===== config.mk =====
export PLATFORM = sky130hd
export DESIGN_NAME = strap_cfg_seq
export DESIGN_NICKNAME = d
export VERILOG_FILES = /design/src/rtl/strap_cfg_pkg.sv /design/src/rtl/strap_release_sync.sv /design/src/rtl/strap_delay_timer.sv /design/src/rtl/strap_decode.sv /design/src/rtl/strap_cfg_hold.sv /design/src/rtl/strap_cfg_seq.sv
export SDC_FILE = /design/constraint.sdc
export NUM_CORES = 1
export LEC_CHECK = 0
export ABC_AREA = 1
export ABC_CLOCK_PERIOD_IN_PS = 1610
export BUFFER_PORTS_ARGS = -buffer_cell sky130_fd_sc_hd__clkbuf_2
export CAP_MARGIN = 20
export CORE_MARGIN = 2
export CORE_UTILIZATION = 40
export DETAILED_ROUTE_END_ITERATION = 8
export REMOVE_ABC_BUFFERS = 1
export SETUP_SLACK_MARGIN = 0.3
export SLEW_MARGIN = 20
export SYNTH_ARGS = -nofsm -noshare
export SYNTH_HDL_FRONTEND = slang
export SYNTH_HIERARCHICAL = 1
export SYNTH_SLANG_ARGS = --single-unit

===== constraint.sdc =====
create_clock -name clk -period 1.61 [get_ports clk]
set_input_delay 0 -clock clk [delete_from_list [all_inputs] [get_ports clk]]
set_output_delay 0 -clock clk [all_outputs]
set_load 0.005 [all_outputs]

===== src/rtl/strap_cfg_pkg.sv =====
package strap_cfg_pkg;

  typedef enum logic [1:0] {
    LVL_LOW  = 2'b00,
    LVL_MID  = 2'b01,
    LVL_HIGH = 2'b10,
    LVL_BAD  = 2'b11
  } lvl_e;

  typedef struct packed {
    logic       rate100;
    logic       rate10;
    logic       autoneg;
    logic       transparent;
    logic       warn;
    logic [4:0] addr;
  } cfg_t;

  localparam int CFG_W = $bits(cfg_t);

  // Fold the unused code onto mid level.
  function automatic lvl_e norm_lvl(input logic [1:0] code);
    lvl_e l;
    if (code == 2'b11) l = LVL_MID;
    else               l = lvl_e'(code);
    return l;
  endfunction

  function automatic cfg_t decode_straps(
    input logic [1:0] speed_code,
    input logic [1:0] duplex_code,
    input logic       warn_req,
    input logic [1:0] a_hi,
    input logic [1:0] a_lo
  );
    cfg_t c;
    lvl_e sp;
    lvl_e dx;
    sp = norm_lvl(speed_code);
    dx = norm_lvl(duplex_code);
    c.rate100     = (sp != LVL_LOW);
    c.rate10      = (sp != LVL_HIGH);
    c.autoneg     = (sp == LVL_MID);
    c.transparent = (sp == LVL_MID) && (dx == LVL_MID);
    c.warn        = warn_req && (sp != LVL_MID);
    c.addr        = {warn_req, a_hi, a_lo};
    return c;
  endfunction

endpackage


===== src/rtl/strap_release_sync.sv =====
module strap_release_sync #(
  parameter int STAGES = 2
) (
  input  logic clk,
  input  logic arst_n,
  output logic run
);
  logic [STAGES-1:0] sh_q;

  always_ff @(posedge clk or negedge arst_n) begin
    if (!arst_n) sh_q <= '0;
    else         sh_q <= {sh_q[STAGES-2:0], 1'b1};
  end

  assign run = sh_q[STAGES-1];
endmodule


===== src/rtl/strap_delay_timer.sv =====
module strap_delay_timer #(
  parameter int DELAY_CYCLES = 125000
) (
  input  logic clk,
  input  logic arst_n,
  input  logic run,
  output logic sample_stb,
  output logic done
);
  localparam int CNT_W = (DELAY_CYCLES > 1) ? $clog2(DELAY_CYCLES) : 1;
  localparam logic [CNT_W-1:0] LAST = CNT_W'(DELAY_CYCLES - 1);

  logic [CNT_W-1:0] cnt_q;
  logic             done_q;

  always_ff @(posedge clk or negedge arst_n) begin
    if (!arst_n) begin
      cnt_q  <= '0;
      done_q <= 1'b0;
    end else if (run && !done_q) begin
      if (cnt_q == LAST) done_q <= 1'b1;
      else               cnt_q  <= cnt_q + 1'b1;
    end
  end

  assign sample_stb = run && !done_q && (cnt_q == LAST);
  assign done       = done_q;
endmodule


===== src/rtl/strap_decode.sv =====
module strap_decode
  import strap_cfg_pkg::*;
(
  input  logic [1:0] speed_lvl,
  input  logic [1:0] duplex_lvl,
  input  logic       addr4_warn,
  input  logic [1:0] addr_hi,
  input  logic [1:0] addr_lo,
  output cfg_t       cfg_next
);
  always_comb cfg_next = decode_straps(speed_lvl, duplex_lvl, addr4_warn, addr_hi, addr_lo);
endmodule


===== src/rtl/strap_cfg_hold.sv =====
module strap_cfg_hold
  import strap_cfg_pkg::*;
(
  input  logic clk,
  input  logic arst_n,
  input  logic load,
  input  cfg_t cfg_in,
  output cfg_t cfg_q,
  output logic valid_q
);
  always_ff @(posedge clk or negedge arst_n) begin
    if (!arst_n) begin
      cfg_q   <= '0;
      valid_q <= 1'b0;
    end else if (load) begin
      cfg_q   <= cfg_in;
      valid_q <= 1'b1;
    end
  end
endmodule


===== src/rtl/strap_cfg_seq.sv =====
module strap_cfg_seq
  import strap_cfg_pkg::*;
#(
  parameter int DELAY_CYCLES = 125000
) (
  input  logic       clk,
  input  logic       pwr_dn_n,
  input  logic [1:0] speed_lvl,
  input  logic [1:0] duplex_lvl,
  input  logic       addr4_warn,
  input  logic [1:0] addr_hi,
  input  logic [1:0] addr_lo,
  output logic       rate100_en,
  output logic       rate10_en,
  output logic       autoneg_en,
  output logic       transparent,
  output logic       warn_en,
  output logic [4:0] mgmt_addr,
  output logic       cfg_valid
);
  // Named internal events, visible to the bound checker.
  logic run;
  logic sample_stb;
  logic window_done;
  cfg_t cfg_next;
  cfg_t cfg_q;

  strap_release_sync #(.STAGES(2)) u_sync (
    .clk    (clk),
    .arst_n (pwr_dn_n),
    .run    (run)
  );

  strap_delay_timer #(.DELAY_CYCLES(DELAY_CYCLES)) u_timer (
    .clk        (clk),
    .arst_n     (pwr_dn_n),
    .run        (run),
    .sample_stb (sample_stb),
    .done       (window_done)
  );

  strap_decode u_dec (
    .speed_lvl  (speed_lvl),
    .duplex_lvl (duplex_lvl),
    .addr4_warn (addr4_warn),
    .addr_hi    (addr_hi),
    .addr_lo    (addr_lo),
    .cfg_next   (cfg_next)
  );

  strap_cfg_hold u_hold (
    .clk     (clk),
    .arst_n  (pwr_dn_n),
    .load    (sample_stb),
    .cfg_in  (cfg_next),
    .cfg_q   (cfg_q),
    .valid_q (cfg_valid)
  );

  assign rate100_en  = cfg_q.rate100;
  assign rate10_en   = cfg_q.rate10;
  assign autoneg_en  = cfg_q.autoneg;
  assign transparent = cfg_q.transparent;
  assign warn_en     = cfg_q.warn;
  assign mgmt_addr   = cfg_q.addr;
endmodule


### Word level (Yosys, flattened, before mapping)

Cells that the tools add are included.

| word-level totals | value |
|---|---|
| flip-flop bits (word level) | 31 |
| input port bits | 11 |
| logic and storage cells | 29 |

| operators by class | value |
|---|---|
| add/subtract/negate cells | 1 |
| equality and inequality tests | 7 |
| mux-type cells | 2 |
| bitwise operators | 1 |
| reductions and logical operators | 8 |

Operators by type and width:

| kind | count |
|---|---|
| 17-bit by 1-bit adder with 17-bit output, second input constant | 1 |
| 17-bit == test, second input constant | 1 |
| 2-bit by 1-bit == test with 1-bit output, second input constant | 2 |
| 2-bit == test, second input constant | 2 |
| 1-bit logical AND | 4 |
| 2-bit 2-to-1 mux | 2 |
| 2-bit AND reduction | 2 |
| 2-bit by 1-bit inequality test with 1-bit output, second input constant | 1 |
| 2-bit inequality test, second input constant | 1 |
| 2-bit nonzero test | 1 |
| 1-bit logical NOT | 1 |
| 1-bit inverter | 1 |

### Depth between registers and ports, before layout

Gate-level depths: netlist of the first run.

| depth | value |
|---|---|
| depth after elaboration | 4 |
| gate-level depth with buffers | 8 |

### By module

The synthesis of the first run kept the hierarchy.

By module, submodules not included:

| module | times used | cells an instance | area each (µm²) |
|---|---|---|---|
| strap_delay_timer | 1 | 170 | 1,162.4 |
| strap_cfg_hold | 1 | 44 | 409.1 |
| strap_decode | 1 | 14 | 71.3 |
| strap_release_sync | 1 | 3 | 53.8 |

### Worst setup path before layout of the first run

No wires, ideal clock.

| timing | value |
|---|---|
| kind | register to register |
| start | register u_timer.cnt_q[0] |
| end | register u_hold/cfg_q[0] (netlist name) |
| setup time | 0.116 ns |
| arrival time | 1.338 ns |
| setup slack | 0.155 ns |
| stages on the path, launching flop included | 9 |
| buffers on the path | 0 |
| cells stage by stage | dfrtp_1 ha_1 nand4_1 nor2_1 nand2_1 nor2_1 inv_2 nand2_1 nand2_1 |

| on the way | value |
|---|---|
| cells in the longest elaborated chain, start to end | 2 |

Ends and longest elaborated chain:

| what | line | source |
|---|---|---|
| from (decl) | strap_delay_timer.sv:13 | `logic [CNT_W-1:0] cnt_q;` |
| from (signal assigned) | strap_delay_timer.sv:22 | `else cnt_q <= cnt_q + 1'b1;` |
| 17-bit == test | strap_delay_timer.sv:26 | `assign sample_stb = run && !done_q && (cnt_q == LAST);` |
| 1-bit logical AND | strap_delay_timer.sv:26 |  |
| via sample_stb | strap_cfg_seq.sv:23 | `logic sample_stb;` |

The timed path passes the listed nets, and every way through them passes these cells.
A chain may end at the register's enable or synchronous reset.

### Final worst setup path of the first run

| timing | value |
|---|---|
| start | register u_timer.cnt_q[0] |
| end | register u_timer.cnt_q[1] |

| on the way | value |
|---|---|
| cells in the longest elaborated chain, start to end | 3 |
| elaborated cells on any way between the ends | 4 |
| classes of those cells | add/sub: 1; eq/ne: 1; bitwise: 1; reduce/logical: 1 |

Ends and longest elaborated chain:

| what |
|---|
| parallel branches: the longest is 3 deep, another holds 17-bit by 1-bit adder with 17-bit output |

Parallel ways; which one is timed is not known.

==> flow_summary.html, run 1 <==
<table>
<tr><th>Metric</th><th>Value</th></tr>
<tr><th colspan="2">Setup path</th></tr>
<tr><td>Number of cell instances on the worst register-to-register path</td><td>8</td></tr>
<tr><td>CP arrival</td><td>1.57 ns</td></tr>
<tr><td>Register-to-register setup slack</td><td>roughly 0.27 ns</td></tr>
<tr><td>Reg-to-reg critical path startpoint</td><td>u_timer/cnt_q[0]</td></tr>
<tr><td>Critical setup path kind</td><td>flip-flop to flip-flop</td></tr>
<tr><td>Source of the critical timing path</td><td>u_timer/cnt_q[0]</td></tr>
<tr><td>Worst setup path end</td><td>u_timer/cnt_q[1]</td></tr>
<tr><td>Capture instance of the worst register-to-register path</td><td>u_timer/cnt_q[1]</td></tr>
<tr><td>Data required time of the worst path</td><td>between 1.5 and 2 ns</td></tr>
<tr><td>Largest driver fanout on the critical path</td><td>9</td></tr>
<tr><td>Worst setup EP type</td><td>flip-flop</td></tr>
<tr><td>Kind of start point of the critical path</td><td>flip-flop</td></tr>
<tr><th colspan="2">Yosys</th></tr>
<tr><td>Top cell types by occurrence after synthesis</td><td>sky130_fd_sc_hd__nand2_1 (101), sky130_fd_sc_hd__dfrtp_1 (31), sky130_fd_sc_hd__nor2_1 (24)</td></tr>
<tr><td>Post-synthesis register bit count</td><td>31</td></tr>
<tr><td>Main combinational cell family by area after synthesis</td><td>simple AND/OR/NAND/NOR gates</td></tr>
<tr><td>Synth Area in Compound Gates</td><td>0.002950</td></tr>
<tr><td>Multiplexer share of the synthesized area</td><td>0</td></tr>
<tr><td>Simple-gate share of the synthesized area</td><td>0.3945</td></tr>
<tr><td>Count of yosys warnings during synthesis</td><td>6</td></tr>
<tr><td>Cell area after technology mapping</td><td>1697 um^2</td></tr>
<tr><td>Adder and majority gate portion of the synthesized area</td><td>0.01475</td></tr>
<tr><td>Top cell type by total area after synthesis</td><td>sky130_fd_sc_hd__dfrtp_1</td></tr>
<tr><td>Gate count after technology mapping</td><td>231</td></tr>
<tr><td>Number of library cell types mapped by synthesis</td><td>22</td></tr>
<tr><td>Fraction of synthesis flops using an asynchronous set or reset pin</td><td>1.000</td></tr>
<tr><td>Post-synth EDFFs</td><td>0</td></tr>
<tr><td>Top-area cell type share of the netlist area</td><td>0.4572</td></tr>
<tr><td>Most common flop cell mapped by yosys</td><td>sky130_fd_sc_hd__dfrtp_1</td></tr>
<tr><td>Xor/xnor cell area share of the yosys netlist</td><td>0.04646</td></tr>
<tr><td>Top cells by area, synth</td><td>sky130_fd_sc_hd__dfrtp_1 (46%), sky130_fd_sc_hd__nand2_1 (22%), sky130_fd_sc_hd__nor2_1 (5.3%)</td></tr>
<tr><td>Average instance area after synthesis</td><td>between 7 and 8 um^2</td></tr>
<tr><td>Sequential fraction of the synthesis area</td><td>0.4572</td></tr>
<tr><td>Most used standard cell by instance count after synthesis</td><td>sky130_fd_sc_hd__nand2_1</td></tr>
<tr><th colspan="2">Drt</th></tr>
<tr><td>DR DRC count</td><td>0</td></tr>
<tr><td>Vias/cell</td><td>around 4.7</td></tr>
<tr><td>Detailed Route WL</td><td>about 3700 um</td></tr>
<tr><td>Number of detailed-routing iterations run before antenna repair</td><td>4</td></tr>
<tr><td>Antenna-violating nets left</td><td>0</td></tr>
<tr><td>Total vias in the final route</td><td>roughly 1500</td></tr>
<tr><td>Iter 0 DRT Violations</td><td>slightly below 80</td></tr>
<tr><td>Average wire per cell in the routed design</td><td>11.56 um</td></tr>
<tr><th colspan="2">Clock network</th></tr>
<tr><td>Number of sinks on the clock net</td><td>31</td></tr>
<tr><td>TritonCTS clock tree</td><td>built</td></tr>
<tr><td>CTS root buffer</td><td>sky130_fd_sc_hd__clkbuf_8</td></tr>
<tr><td>Clock transition at path regs</td><td>~0.07 ns</td></tr>
<tr><td>Max Root-Sink Buffers</td><td>2</td></tr>
<tr><td>H-tree levels</td><td>2</td></tr>
<tr><td>CTS Buf Count</td><td>5</td></tr>
<tr><td>Clock latency of the later-clocked register in the worst-skew pair</td><td>0.29 ns</td></tr>
<tr><th colspan="2">Placed design</th></tr>
<tr><td>Placed inst area</td><td>~1900 um^2</td></tr>
<tr><td>Detailed Place HPWL</td><td>2628 um</td></tr>
<tr><td>I/O Buffers</td><td>20</td></tr>
<tr><td>Placed instance count</td><td>roughly 300</td></tr>
<tr><td>Placer Congestion</td><td>between 0.8 and 0.9</td></tr>
<tr><th colspan="2">Floorplanning</th></tr>
<tr><td>I/O pin total</td><td>22</td></tr>
<tr><td>Core Box Area</td><td>4029 um^2</td></tr>
<tr><td>Area of the die</td><td>about 4800 um^2</td></tr>
<tr><td>Y dimension of the die</td><td>69.13 um</td></tr>
<tr><td>Width of the die</td><td>about 69 um</td></tr>
<tr><td>Number of placement rows</td><td>23</td></tr>
<tr><td>Initial Utilization</td><td>0.4211</td></tr>
<tr><th colspan="2">Global routing</th></tr>
<tr><td>Wire length of the first global-routing pass</td><td>6555 um</td></tr>
<tr><td>Pin count of the biggest net entering global routing</td><td>14</td></tr>
<tr><td>Met3 routing resource usage after global routing</td><td>0.04094</td></tr>
<tr><td>Met1 usage in global routing</td><td>0.2244</td></tr>
<tr><td>Busiest layer in global routing</td><td>met2</td></tr>
<tr><td>Number of antenna violations at the first check in global routing</td><td>0</td></tr>
<tr><td>GR Overflow Total</td><td>0</td></tr>
<tr><td>Via count of the first global-routing pass</td><td>1498</td></tr>
<tr><td>Combined global-route utilization of all metal layers</td><td>0.1705</td></tr>
<tr><td>Grt met2 use</td><td>0.2692</td></tr>
<tr><th colspan="2">Cells and area</th></tr>
<tr><td>Number of antenna diodes</td><td>0</td></tr>
<tr><td>Net count, final</td><td>283</td></tr>
<tr><td>Post-Layout Cell Count</td><td>~320</td></tr>
<tr><td>Area growth syn-to-layout</td><td>27.95%</td></tr>
<tr><td>Layout Utilization</td><td>0.5388</td></tr>
<tr><td>Design Area, Final</td><td>~2200 um^2</td></tr>
<tr><td>Share of layout cells above drive strength 1</td><td>0.2362</td></tr>
<tr><th colspan="2">Timing</th></tr>
<tr><td>Period Utilization, post-route</td><td>0.8346</td></tr>
<tr><td>Clock period minus final worst setup slack</td><td>between 1 and 1.5 ns</td></tr>
<tr><td>Setup repair after global routing missed its margin</td><td>true</td></tr>
<tr><td>Final Hold Fails</td><td>0</td></tr>
<tr><td>Maximum clock rate</td><td>about 740 MHz</td></tr>
<tr><td>Final count of pins violating max slew</td><td>0</td></tr>
<tr><td>Setup Skew</td><td>roughly 0.0052 ns</td></tr>
<tr><td>Summed negative setup slack over all endpoints</td><td>0 ns</td></tr>
<tr><td>Final setup vio count</td><td>0</td></tr>
<tr><th colspan="2">Pwr</th></tr>
<tr><td>Worst vdd ir</td><td>approximately 880 uV</td></tr>
<tr><td>Pwr dens</td><td>between 900 and 1000 nW/um^2</td></tr>
<tr><td>PnR Total Power</td><td>between 2 and 2.5 mW</td></tr>
<tr><td>Leakage power total</td><td>1.009 nW</td></tr>
<tr><th colspan="2">Flow run</th></tr>
<tr><td>Number of maximum-capacitance constraint violations</td><td>0</td></tr>
<tr><th colspan="2">Run status</th></tr>
<tr><td>Result of the run</td><td>complete, no violations</td></tr>
<tr><th colspan="2">Min path</th></tr>
<tr><td>Hold Path Class</td><td>primary input to async pin</td></tr>
</table>
[power by group]
part | internal [mW] | switching (mW) | leakage, nW
Clock | 0.500 | 0.303 | 0.0612
Sequential | 0.836 | 0.0619 | 0.366
Combinational | 0.164 | 0.222 | 0.582
[worst max-delay path, cell delays in order, from the launching register on]
cell	delay (ns)
sky130_fd_sc_hd__dfrtp_1	0.36
sky130_fd_sc_hd__ha_2	0.21
sky130_fd_sc_hd__nand4_1	0.12
sky130_fd_sc_hd__nor2_2	0.12
sky130_fd_sc_hd__nand2_2	0.08
sky130_fd_sc_hd__buf_4	0.17
sky130_fd_sc_hd__nand2_8	0.09
sky130_fd_sc_hd__nand2_1	0.06
sky130_fd_sc_hd__nand2_1	0.08
[cell type report]
| class | count | area [um^2] |
|---|---|---|
| multi-input combinational | 171 | 853.3 |
| fill | 406 | 1858 |
| clock inverter | 2 | 35.03 |
| inverter | 21 | 78.83 |
| tap | 50 | 62.56 |
| clock buffer | 6 | 82.58 |
| timing repair buffer | 40 | 280.3 |
| sequential | 31 | 778.2 |
[through the flow]
step	hold WS, ns	setup slack, ns
after floorplan	-0.2956	-0.1492
after global placement	-0.1491	0.1365
after detailed placement	-0.1470	0.1280
after CTS	0.08105	0.2055
after global routing	0.09336	0.1188
final	0.08884	0.2664
[how the worst min path moves through the flow]
stage / startpoint / end / slack, ns
6_report: pwr_dn_n / u_hold/cfg_q[6] / 0.09
5_1_grt: pwr_dn_n / u_sync/sh_q[1] / 0.09
4_1_cts: pwr_dn_n / u_hold/cfg_q[0] / 0.08
3_5_place_dp: pwr_dn_n / u_hold/cfg_q[0] / -0.15
3_3_place_gp: pwr_dn_n / u_hold/cfg_q[6] / -0.15
2_1_floorplan: pwr_dn_n / u_hold/cfg_q[0] / -0.30
[timing repair]
item,in CTS,in global routing
resized for setup,11,13
hold buffers,9,0
endpoints found under the hold margin,40,0
setup buffers,2,0
endpoints found under the setup margin,21,28
pin swaps,1,1
[registers in the layout, summed over array words and instances (netlist names)]
| signal | cells |
|---|---|
| u_hold/cfg_q | 10 |
| u_timer/done | 1 |
| u_hold/valid_q | 1 |
| u_sync/sh_q | 2 |
| u_timer/cnt_q | 17 |
[per-layer routing]
metal / up-vias / routed length, um / share of wire
met3: 7 / 175 / 0.047
met5: - / 0 / 0
met1: 697 / 1730 / 0.47
met4: 0 / 63 / 0.017
met2: 27 / 1743 / 0.47
li1: 777 / - / -
[placed cells by master (no fill, tap or decap)]
cell type / Yosys / routed
sky130_fd_sc_hd__xor2_1: 8 / 8
sky130_fd_sc_hd__inv_1: 20 / 18
sky130_fd_sc_hd__nor2_2: 4 / 7
sky130_fd_sc_hd__nand3b_1: 1 / 1
sky130_fd_sc_hd__dfrtp_1: 31 / 29
sky130_fd_sc_hd__ha_2: 0 / 1
sky130_fd_sc_hd__or2_1: 1 / 1
sky130_fd_sc_hd__inv_2: 1 / 3
sky130_fd_sc_hd__dfrtp_2: 0 / 2
sky130_fd_sc_hd__and2_1: 1 / 1
sky130_fd_sc_hd__nand2_8: 0 / 1
sky130_fd_sc_hd__conb_1: 1 / 1
sky130_fd_sc_hd__nand2_2: 4 / 3
sky130_fd_sc_hd__buf_4: 6 / 9
sky130_fd_sc_hd__o21ai_1: 0 / 1
sky130_fd_sc_hd__nor2_4: 2 / 5
sky130_fd_sc_hd__buf_6: 1 / 2
sky130_fd_sc_hd__clkbuf_2: 0 / 20
sky130_fd_sc_hd__nand3_1: 11 / 11
sky130_fd_sc_hd__clkbuf_8: 0 / 6
sky130_fd_sc_hd__bufinv_16: 0 / 1
sky130_fd_sc_hd__dlygate4sd3_1: 0 / 9
sky130_fd_sc_hd__nand4_1: 6 / 6
sky130_fd_sc_hd__nor3_1: 3 / 2
sky130_fd_sc_hd__xnor2_1: 1 / 1
sky130_fd_sc_hd__nand2_1: 101 / 100
sky130_fd_sc_hd__clkinv_2: 0 / 1
sky130_fd_sc_hd__ha_4: 0 / 1
sky130_fd_sc_hd__nor2_1: 24 / 18
sky130_fd_sc_hd__nand2_4: 0 / 1
sky130_fd_sc_hd__nor3_2: 0 / 1
[cell families after synthesis]
kind of cell    Yosys count
compound gates            1
xor+xnor                  9
fa+ha+maj                 2
buf+inv                  29
flops                    31
other cells               1
simple gates            158
Power figures use the tool's default switching activity.
==> run 2, diff against run 1 <==
Settings changed: ABC_AREA 1 to 0, ABC_CLOCK_PERIOD_IN_PS 1610 to 1400.
Clock period 1.61 ns to 1.4 ns, I/O delays scaled along.
==> run 2 against run 1 <==
The flow now finishes with violations (negative setup slack). Core utilization is 8.8 points higher. Die area is 12% lower. Wire length is 15% lower. Clock-buffer cell count stayed put. Total power is 30% higher. Combinational power grew to 2.5 times the previous value. Final area is 4.2% higher. Register-to-register slack worse by 0.56 ns. Area after synthesis is 12% lower. Fmax is 20% lower. Flip-flop and latch count stayed put. Clock power is 13% lower.
==> flow_summary.html, run 2 <==
<table>
<tr><th>Metric</th><th>Value</th></tr>
<tr><th colspan="2">Yosys</th></tr>
<tr><td>Post-synthesis register bit count</td><td>31 (unchanged)</td></tr>
<tr><td>Top cells by area, synth</td><td>sky130_fd_sc_hd__dfrtp_1 (52%), sky130_fd_sc_hd__mux2_4 (10%), sky130_fd_sc_hd__xnor2_1 (4.7%)</td></tr>
<tr><td>Most common flop cell mapped by yosys</td><td>sky130_fd_sc_hd__dfrtp_1</td></tr>
<tr><td>Top cell type by total area after synthesis</td><td>sky130_fd_sc_hd__dfrtp_1</td></tr>
<tr><td>Top cell types by occurrence after synthesis</td><td>sky130_fd_sc_hd__dfrtp_1 (31), sky130_fd_sc_hd__mux2_4 (10), sky130_fd_sc_hd__nand2_1 (8), sky130_fd_sc_hd__xnor2_1 (8), sky130_fd_sc_hd__xor2_1 (7)</td></tr>
<tr><td>Post-synth EDFFs</td><td>0 (unchanged)</td></tr>
<tr><td>Sequential fraction of the synthesis area</td><td>0.5223 (+0.06510)</td></tr>
<tr><td>Top-area cell type share of the netlist area</td><td>0.5223 (+0.06510)</td></tr>
<tr><td>Most used standard cell by instance count after synthesis</td><td>sky130_fd_sc_hd__dfrtp_1</td></tr>
<tr><td>Fraction of synthesis flops using an asynchronous set or reset pin</td><td>1.000 (unchanged)</td></tr>
<tr><td>Cell area after technology mapping</td><td>1485 um^2 (-12%)</td></tr>
<tr><td>Average instance area after synthesis</td><td>12.48 um^2 (+70%)</td></tr>
<tr><td>Number of library cell types mapped by synthesis</td><td>33 (+50%)</td></tr>
<tr><td>Gate count after technology mapping</td><td>119 (-48%)</td></tr>
<tr><td>Count of yosys warnings during synthesis</td><td>6 (unchanged)</td></tr>
<tr><th colspan="2">Global routing</th></tr>
<tr><td>Pin count of the biggest net entering global routing</td><td>32 (+18)</td></tr>
<tr><td>GR Overflow Total</td><td>0 (unchanged)</td></tr>
<tr><td>Combined global-route utilization of all metal layers</td><td>0.1686 (-0.001936)</td></tr>
<tr><td>Number of antenna violations at the first check in global routing</td><td>0 (unchanged)</td></tr>
<tr><td>Via count of the first global-routing pass</td><td>1190 (-21%)</td></tr>
<tr><td>Wire length of the first global-routing pass</td><td>5299 um (-19%)</td></tr>
<tr><th colspan="2">Min path</th></tr>
<tr><td>Hold Path Class</td><td>primary input to flip-flop</td></tr>
<tr><td>Launch point of the worst hold path</td><td>speed_lvl[0]</td></tr>
<tr><th colspan="2">Setup path</th></tr>
<tr><td>Chain of cells forming the critical path</td><td>nor4b_2 -&gt; nand4_1 -&gt; buf_4 -&gt; and2_4 -&gt; mux2_4</td></tr>
<tr><td>Source of the critical timing path</td><td>u_timer/cnt_q[10]</td></tr>
<tr><td>Kind of start point of the critical path</td><td>flip-flop</td></tr>
<tr><td>CP arrival</td><td>1.85 ns (+0.28 ns)</td></tr>
<tr><td>Data required time of the worst path</td><td>1.56 ns (-0.27 ns)</td></tr>
<tr><td>Reg-to-reg critical path startpoint</td><td>u_timer/cnt_q[10]</td></tr>
<tr><td>Slowest Stage Delay on Critical Path</td><td>0.40 ns (+0.04 ns)</td></tr>
<tr><td>Critical setup path kind</td><td>flip-flop to flip-flop</td></tr>
<tr><td>Worst setup EP type</td><td>flip-flop</td></tr>
<tr><td>Slowest cell on crit path</td><td>sky130_fd_sc_hd__dfrtp_1</td></tr>
<tr><td>Largest driver fanout on the critical path</td><td>3 (-6)</td></tr>
<tr><th colspan="2">Floorplanning</th></tr>
<tr><td>Area of the die</td><td>4217 um^2 (-12%)</td></tr>
<tr><td>Y dimension of the die</td><td>64.94 um (-6.1%)</td></tr>
<tr><td>I/O pin total</td><td>22 (unchanged)</td></tr>
<tr><td>Core Box Area</td><td>3606 um^2 (-10%)</td></tr>
<tr><td>Width of the die</td><td>64.94 um (-6.1%)</td></tr>
<tr><td>Number of placement rows</td><td>22 (-4.3%)</td></tr>
<tr><td>Initial Utilization</td><td>0.4119 (-0.009251)</td></tr>
<tr><th colspan="2">Drt</th></tr>
<tr><td>Number of detailed-routing iterations run before antenna repair</td><td>4 (unchanged)</td></tr>
<tr><td>Average wire per cell in the routed design</td><td>13.89 um (+20%)</td></tr>
<tr><td>Detailed Route WL</td><td>3152 um (-15%)</td></tr>
<tr><td>Antenna-violating nets left</td><td>0 (unchanged)</td></tr>
<tr><td>DR DRC count</td><td>0 (unchanged)</td></tr>
<tr><td>Vias/cell</td><td>4.648 (-1.1%)</td></tr>
<tr><td>Total vias in the final route</td><td>1055 (-30%)</td></tr>
<tr><td>Iter 0 DRT Violations</td><td>67 (-15%)</td></tr>
<tr><th colspan="2">Clock network</th></tr>
<tr><td>TritonCTS clock tree</td><td>built</td></tr>
<tr><td>CTS Buf Count</td><td>5 (unchanged)</td></tr>
<tr><td>CTS root buffer</td><td>sky130_fd_sc_hd__clkbuf_8</td></tr>
<tr><td>Clock transition at path regs</td><td>0.06 ns (about the same)</td></tr>
<tr><td>H-tree levels</td><td>2 (unchanged)</td></tr>
<tr><td>Clock latency of the later-clocked register in the worst-skew pair</td><td>0.28 ns (about the same)</td></tr>
<tr><td>Number of sinks on the clock net</td><td>31 (unchanged)</td></tr>
<tr><td>Max Root-Sink Buffers</td><td>2 (unchanged)</td></tr>
<tr><th colspan="2">Cells and area</th></tr>
<tr><td>Flip-flop count of the largest register, all copies and words added</td><td>17 (unchanged)</td></tr>
<tr><td>Sequential Area</td><td>775.7 um^2 (-0.32%)</td></tr>
<tr><td>Area growth syn-to-layout</td><td>52.23%</td></tr>
<tr><td>Commonest cells after routing, fill and taps aside</td><td>sky130_fd_sc_hd__dfrtp_1 (31), sky130_fd_sc_hd__buf_4 (22), sky130_fd_sc_hd__clkbuf_2 (20), sky130_fd_sc_hd__mux2_4 (11), sky130_fd_sc_hd__buf_6 (11)</td></tr>
<tr><td>Net count, final</td><td>192 (-32%)</td></tr>
<tr><td>Design Area, Final</td><td>2261 um^2 (+4.2%)</td></tr>
<tr><td>Multi-input gate area in the final layout</td><td>829.5 um^2 (-2.8%)</td></tr>
<tr><td>Most common library cell in the layout ignoring fill and taps</td><td>sky130_fd_sc_hd__dfrtp_1</td></tr>
<tr><td>Number of antenna diodes</td><td>0 (unchanged)</td></tr>
<tr><td>Share of layout cells above drive strength 1</td><td>0.5866 (+0.3504)</td></tr>
<tr><td>Largest registers ranked by flip-flop count</td><td>u_timer/cnt_q x17, u_hold/cfg_q x10, u_sync/sh_q x2</td></tr>
<tr><td>Fill cell instance count of the final layout</td><td>276 (-32%)</td></tr>
<tr><td>Top reg by flops</td><td>u_timer/cnt_q</td></tr>
<tr><th colspan="2">Pwr</th></tr>
<tr><td>Pwr dens</td><td>1203 nW/um^2 (+25%)</td></tr>
<tr><td>Leakage power total</td><td>1.165 nW (+15%)</td></tr>
<tr><td>Sw Pwr</td><td>0.8207 mW (+40%)</td></tr>
<tr><td>Internal power component</td><td>1.898 mW (+26%)</td></tr>
<tr><td>Fraction of power consumed by the clock network</td><td>0.256 (-0.129)</td></tr>
<tr><td>Part of the power in registers</td><td>0.388 (-0.042)</td></tr>
<tr><td>Power share of the combinational group</td><td>0.356 (+0.171)</td></tr>
<tr><td>Worst vdd ir</td><td>707.0 uV (-20%)</td></tr>
<tr><td>Switching power share of the total</td><td>0.3019 (+0.02063)</td></tr>
<tr><th colspan="2">Timing</th></tr>
<tr><td>Final count of pins violating max slew</td><td>0 (unchanged)</td></tr>
<tr><td>Summed negative setup slack over all endpoints</td><td>-4.791 ns (-4.791 ns)</td></tr>
<tr><td>Clock period minus final worst setup slack</td><td>1.689 ns (+0.3455 ns)</td></tr>
<tr><td>Worst setup slack after layout</td><td>-0.2891 ns (-0.5555 ns)</td></tr>
<tr><td>Setup Skew</td><td>0.005115 ns (-0.00006381 ns)</td></tr>
<tr><td>Final setup vio count</td><td>24 (+24)</td></tr>
<tr><td>Setup repair after global routing missed its margin</td><td>true</td></tr>
<tr><td>Period Utilization, post-route</td><td>1.207 (+0.3720)</td></tr>
<tr><td>Maximum clock rate</td><td>592.0 MHz (-20%)</td></tr>
<tr><td>Final Hold Fails</td><td>0 (unchanged)</td></tr>
<tr><th colspan="2">Placed design</th></tr>
<tr><td>Placer Congestion</td><td>0.7594 (-13%)</td></tr>
<tr><td>Detailed Place HPWL</td><td>2015 um (-23%)</td></tr>
<tr><td>Placed inst area</td><td>1780 um^2 (-4.6%)</td></tr>
<tr><td>I/O Buffers</td><td>20 (unchanged)</td></tr>
<tr><th colspan="2">Run status</th></tr>
<tr><td>Violated checks</td><td>negative setup slack</td></tr>
<tr><td>Result of the run</td><td>finished with violations</td></tr>
<tr><th colspan="2">Flow run</th></tr>
<tr><td>Number of maximum-capacitance constraint violations</td><td>0 (unchanged)</td></tr>
</table>
-- run 2: cell count changes in the layout (fill, tap and decap cells not counted), sizes merged, moves of 4 or more --
| cell | change |
|---|---|
| nand4 | -4 |
| buf | +24 |
| xnor2 | +7 |
| nand2 | -97 |
| mux2 | +11 |
| nor3 | +5 |
| nor2 | -26 |
| inv | -16 |
| nand3 | -6 |
-- run 2: timing repair --
| item | 4_1_cts | 5_1_grt |
|---|---|---|
| endpoints found under the hold margin | 36 | 0 |
| endpoints found under the setup margin | 28 | 29 |
| cloned | 0 | 0 |
| gates resized for setup | 35 | 15 |
| hold buffers | 6 | 0 |
| setup buffers | 8 | 3 |
| pin swaps | 13 | 11 |
-- run 2: power groups by stage --
stage	clock network [mW]	registers, mW	logic (mW)
after floorplan	0	1.13	0.219
after global placement	0	1.06	0.572
after detailed placement	0	1.06	0.589
after CTS	0.722	1.06	0.904
after global routing	0.772	1.07	1.03
final	0.696	1.05	0.968
-- run 2: final timing paths --
kind                                     to  slack [ns]  depth (start not counted)
max in group asynchronous  u_timer/cnt_q[0]        1.01                          3
min in group asynchronous  u_timer/cnt_q[5]        0.21                          3
min                         u_hold/cfg_q[7]       0.009                          2
max                        u_timer/cnt_q[1]       -0.29                          5
min reg2reg                  u_sync/sh_q[1]        0.36                          0
max reg2reg                u_timer/cnt_q[1]       -0.29                          5
-- run 2: kinds of logic after synthesis --
kind of cell    synth area share
fa+ha+maj                0.01685
buf+inv                  0.05139
xor+xnor                 0.08846
flops                     0.5223
simple gates              0.2064
other cells             0.002525
mux                       0.1087
compound gates          0.003367
-- run 2: per-stage QoR --
stage	setup slack, ns	hold slack, ns	utilization	power, mW	instances
floorplan	-0.8383	-0.2956	-	1.347	111
global placement	-0.4059	-0.03098	0.4938	1.627	203
detailed placement	-0.4442	-0.02776	0.4938	1.651	203
CTS	-0.3201	0.007417	0.5975	2.682	224
global route	-0.3706	0.01207	0.6270	2.867	227
finish	-0.2891	0.009218	0.6270	2.719	227
-- run 2: metal layers --
| metal | routed length [um] | vias to the layer above | track usage |
|---|---|---|---|
| li1 | - | 511 | - |
| met1 | 1296 | 517 | 0.1892 |
| met2 | 1680 | 23 | 0.2990 |
| met3 | 129 | 4 | 0.05729 |
| met4 | 46 | 0 | 0.05319 |
| met5 | 0 | - | 0 |
-- run 2: critical path: cells and delay by family, from the launching register on --
kind,cells,cell delay (ns)
and+or+nand+nor,3,0.68
DFF,1,0.40
buffers and inverters,1,0.21
muxes,1,0.29
-- run 2: layout make-up --
class / instances / share of cell area
Clock buffer: 6 / 0.03652
Clock inverter: 1 / 0.002214
Inverter: 5 / 0.008301
Multi-Input combinational cell: 75 / 0.3669
Sequential cell: 31 / 0.3431
Tap cell: 48 / 0.02656
Timing Repair Buffer: 61 / 0.2164
==> run 3, diff against run 2 <==
Settings changed: RECOVER_POWER set to 50.
==> run 3 against run 2 <==
The flow still finishes with violations (negative setup slack). Final cell count is the same. Sequential power about the same. Clock power is essentially flat. Sequential share of layout area is 0.23 points higher. Flip-flop and latch count did not move. Final area decreased by 0.66%. Highest routed layer unchanged.
==> flow_summary.html, run 3 (synthesis results as in run 2) <==
<table>
<tr><th>Metric</th><th>Value</th></tr>
<tr><th colspan="2">Placed design</th></tr>
<tr><td>Placed inst area</td><td>1780 um^2 (unchanged)</td></tr>
<tr><td>Detailed Place HPWL</td><td>2015 um (unchanged)</td></tr>
<tr><td>I/O Buffers</td><td>20 (unchanged)</td></tr>
<tr><td>DP Worst Slack</td><td>-0.4442 ns (unchanged)</td></tr>
<tr><td>Placer Congestion</td><td>0.7594 (unchanged)</td></tr>
<tr><th colspan="2">Drt</th></tr>
<tr><td>Iter 0 DRT Violations</td><td>70 (+4.5%)</td></tr>
<tr><td>Average wire per cell in the routed design</td><td>13.88 um (about the same)</td></tr>
<tr><td>Number of detailed-routing iterations run before antenna repair</td><td>4 (unchanged)</td></tr>
<tr><td>Vias/cell</td><td>4.656 (+0.19%)</td></tr>
<tr><td>DR DRC count</td><td>0 (unchanged)</td></tr>
<tr><td>Antenna-violating nets left</td><td>0 (unchanged)</td></tr>
<tr><td>Total vias in the final route</td><td>1057 (+0.19%)</td></tr>
<tr><td>Detailed Route WL</td><td>3151 um (about the same)</td></tr>
<tr><th colspan="2">Pwr</th></tr>
<tr><td>Leakage power total</td><td>1.160 nW (-0.45%)</td></tr>
<tr><td>Worst vdd ir</td><td>707.0 uV (about the same)</td></tr>
<tr><td>Power share of the combinational group</td><td>0.355 (about the same)</td></tr>
<tr><td>Sw Pwr</td><td>0.8199 mW (-0.10%)</td></tr>
<tr><td>Pwr dens</td><td>1208 nW/um^2 (+0.46%)</td></tr>
<tr><td>Fraction of power consumed by the clock network</td><td>0.257 (about the same)</td></tr>
<tr><td>Internal power component</td><td>1.893 mW (-0.26%)</td></tr>
<tr><td>Switching power share of the total</td><td>0.3022 (+0.0003279)</td></tr>
<tr><td>Part of the power in registers</td><td>0.389 (about the same)</td></tr>
<tr><th colspan="2">Floorplanning</th></tr>
<tr><td>Area of the die</td><td>4217 um^2 (unchanged)</td></tr>
<tr><td>Number of placement rows</td><td>22 (unchanged)</td></tr>
<tr><td>Initial Utilization</td><td>0.4119 (unchanged)</td></tr>
<tr><td>Core Box Area</td><td>3606 um^2 (unchanged)</td></tr>
<tr><td>I/O pin total</td><td>22 (unchanged)</td></tr>
<tr><td>Y dimension of the die</td><td>64.94 um (unchanged)</td></tr>
<tr><td>Width of the die</td><td>64.94 um (unchanged)</td></tr>
<tr><th colspan="2">Global routing</th></tr>
<tr><td>Combined global-route utilization of all metal layers</td><td>0.1686 (unchanged)</td></tr>
<tr><td>Via count of the first global-routing pass</td><td>1190 (unchanged)</td></tr>
<tr><td>Wire length of the first global-routing pass</td><td>5299 um (unchanged)</td></tr>
<tr><td>GR Overflow Total</td><td>0 (unchanged)</td></tr>
<tr><td>Number of antenna violations at the first check in global routing</td><td>0 (unchanged)</td></tr>
<tr><td>Pin count of the biggest net entering global routing</td><td>32 (unchanged)</td></tr>
<tr><th colspan="2">Cells and area</th></tr>
<tr><td>Largest registers ranked by flip-flop count</td><td>u_timer/cnt_q x17, u_hold/cfg_q x10, u_sync/sh_q x2</td></tr>
<tr><td>Share of layout cells above drive strength 1</td><td>0.5866 (unchanged)</td></tr>
<tr><td>Design Area, Final</td><td>2246 um^2 (-0.66%)</td></tr>
<tr><td>Top reg by flops</td><td>u_timer/cnt_q</td></tr>
<tr><td>Flip-flop count of the largest register, all copies and words added</td><td>17 (unchanged)</td></tr>
<tr><td>Layout Utilization</td><td>0.6228 (-0.004164)</td></tr>
<tr><td>Area growth syn-to-layout</td><td>51.22%</td></tr>
<tr><td>Number of antenna diodes</td><td>0 (unchanged)</td></tr>
<tr><td>Most common library cell in the layout ignoring fill and taps</td><td>sky130_fd_sc_hd__dfrtp_1</td></tr>
<tr><td>Net count, final</td><td>192 (unchanged)</td></tr>
<tr><td>Commonest cells after routing, fill and taps aside</td><td>sky130_fd_sc_hd__dfrtp_1 (31), sky130_fd_sc_hd__buf_4 (22), sky130_fd_sc_hd__clkbuf_2 (21), sky130_fd_sc_hd__mux2_4 (11), sky130_fd_sc_hd__buf_6 (11)</td></tr>
<tr><th colspan="2">Run status</th></tr>
<tr><td>Violated checks</td><td>negative setup slack</td></tr>
<tr><td>Result of the run</td><td>finished with violations</td></tr>
<tr><th colspan="2">Setup path</th></tr>
<tr><td>CP arrival</td><td>1.85 ns (about the same)</td></tr>
<tr><td>Critical setup path kind</td><td>flip-flop to flip-flop</td></tr>
<tr><td>Largest driver fanout on the critical path</td><td>3 (unchanged)</td></tr>
<tr><td>Number of cell instances on the worst register-to-register path</td><td>5 (unchanged)</td></tr>
<tr><td>Kind of start point of the critical path</td><td>flip-flop</td></tr>
<tr><td>Worst setup EP type</td><td>flip-flop</td></tr>
<tr><td>Register-to-register setup slack</td><td>-0.29 ns (about the same)</td></tr>
<tr><td>Data required time of the worst path</td><td>1.56 ns (about the same)</td></tr>
<tr><td>Source of the critical timing path</td><td>u_timer/cnt_q[10]</td></tr>
<tr><td>Reg-to-reg critical path startpoint</td><td>u_timer/cnt_q[10]</td></tr>
<tr><td>Capture instance of the worst register-to-register path</td><td>u_timer/cnt_q[1]</td></tr>
<tr><td>Worst setup path end</td><td>u_timer/cnt_q[1]</td></tr>
<tr><th colspan="2">Clock network</th></tr>
<tr><td>H-tree levels</td><td>2 (unchanged)</td></tr>
<tr><td>CTS root buffer</td><td>sky130_fd_sc_hd__clkbuf_8</td></tr>
<tr><td>Clock transition at path regs</td><td>0.06 ns (about the same)</td></tr>
<tr><td>Clock latency of the later-clocked register in the worst-skew pair</td><td>0.28 ns (about the same)</td></tr>
<tr><td>Max Root-Sink Buffers</td><td>2 (unchanged)</td></tr>
<tr><td>CTS Buf Count</td><td>5 (unchanged)</td></tr>
<tr><td>Number of sinks on the clock net</td><td>31 (unchanged)</td></tr>
<tr><td>TritonCTS clock tree</td><td>built</td></tr>
<tr><th colspan="2">Timing</th></tr>
<tr><td>Worst max-slew margin expressed relative to the limit</td><td>0.4846</td></tr>
<tr><td>Clock period minus final worst setup slack</td><td>1.689 ns (unchanged)</td></tr>
<tr><td>Period Utilization, post-route</td><td>1.207 (unchanged)</td></tr>
<tr><td>Worst setup slack after layout</td><td>-0.2891 ns (unchanged)</td></tr>
<tr><td>Setup Skew</td><td>0.005115 ns (unchanged)</td></tr>
<tr><td>Final setup vio count</td><td>24 (unchanged)</td></tr>
<tr><td>Maximum clock rate</td><td>592.0 MHz (unchanged)</td></tr>
<tr><td>Transition time at the pin with the least slew margin</td><td>slightly below 0.8 ns</td></tr>
<tr><td>Setup repair after global routing missed its margin</td><td>true</td></tr>
<tr><td>Final count of pins violating max slew</td><td>0 (unchanged)</td></tr>
<tr><td>Final Hold Fails</td><td>0 (unchanged)</td></tr>
<tr><th colspan="2">Flow run</th></tr>
<tr><td>Number of maximum-capacitance constraint violations</td><td>0 (unchanged)</td></tr>
<tr><th colspan="2">Min path</th></tr>
<tr><td>Hold Path Class</td><td>primary input to flip-flop</td></tr>
</table>
-- run 3: through the flow --
step | hold WS (ns) | power, mW | std cells | setup TNS (ns)
2_1_floorplan | -0.2956 | 1.347 | 111 | -9.381
3_3_place_gp | -0.03098 | 1.627 | 203 | -5.258
6_report | 0.009218 | 2.713 | 227 | -4.791
4_1_cts | 0.007417 | 2.682 | 224 | -4.801
3_5_place_dp | -0.02776 | 1.651 | 203 | -5.682
5_1_grt | 0.01207 | 2.861 | 227 | -6.611
-- run 3: timing repair --
action,in CTS,in global routing
gates resized for setup,35,15
buffers inserted,8,3
hold buffers,6,0
pin swaps,13,11
setup endpoints to repair,28,29
hold endpoints to repair,36,0
-- run 3: worst min-delay path by stage --
stage | from | endpoint | slack (ns) | cells after the start
after detailed placement | pwr_dn_n | u_timer/cnt_q[16] | -0.03 | 2
after floorplan | pwr_dn_n | u_hold/cfg_q[0] | -0.30 | 0
final | speed_lvl[0] | u_hold/cfg_q[7] | 0.009 | 2
after CTS | speed_lvl[0] | u_hold/cfg_q[7] | 0.007 | 2
after global routing | speed_lvl[0] | u_hold/cfg_q[7] | 0.01 | 2
after global placement | pwr_dn_n | u_timer/cnt_q[16] | -0.03 | 2
-- run 3: layout make-up --
type	count	area (um^2)
tap	48	60.06
multi-input combinational	75	829.5
sequential	31	775.7
fill	277	1360
timing repair buffer	61	474.2
inverter	5	18.77
clock buffer	6	82.58
clock inverter	1	5.005
-- run 3: power groups by stage --
stage | combinational, mW | sequential [mW] | clock [mW]
2_1_floorplan | 0.219 | 1.13 | 0
6_report | 0.962 | 1.05 | 0.696
3_5_place_dp | 0.589 | 1.06 | 0
5_1_grt | 1.02 | 1.07 | 0.772
3_3_place_gp | 0.572 | 1.06 | 0
4_1_cts | 0.904 | 1.06 | 0.722
-- run 3: critical path, stage by stage (launching register included) --
cell	delay, ns
sky130_fd_sc_hd__dfrtp_1	0.40
sky130_fd_sc_hd__nor4b_2	0.30
sky130_fd_sc_hd__nand4_1	0.22
sky130_fd_sc_hd__buf_4	0.21
sky130_fd_sc_hd__and2_4	0.16
sky130_fd_sc_hd__mux2_4	0.29
-- run 3: routing by layer --
metal | wire length, um | share of wire | GRT usage | vias to the layer above
met5 | 0 | 0 | 0 | -
met4 | 46 | 0.015 | 0.05319 | 0
met3 | 129 | 0.041 | 0.05729 | 4
met2 | 1680 | 0.53 | 0.2990 | 23
met1 | 1295 | 0.41 | 0.1892 | 518
li1 | - | - | - | 512
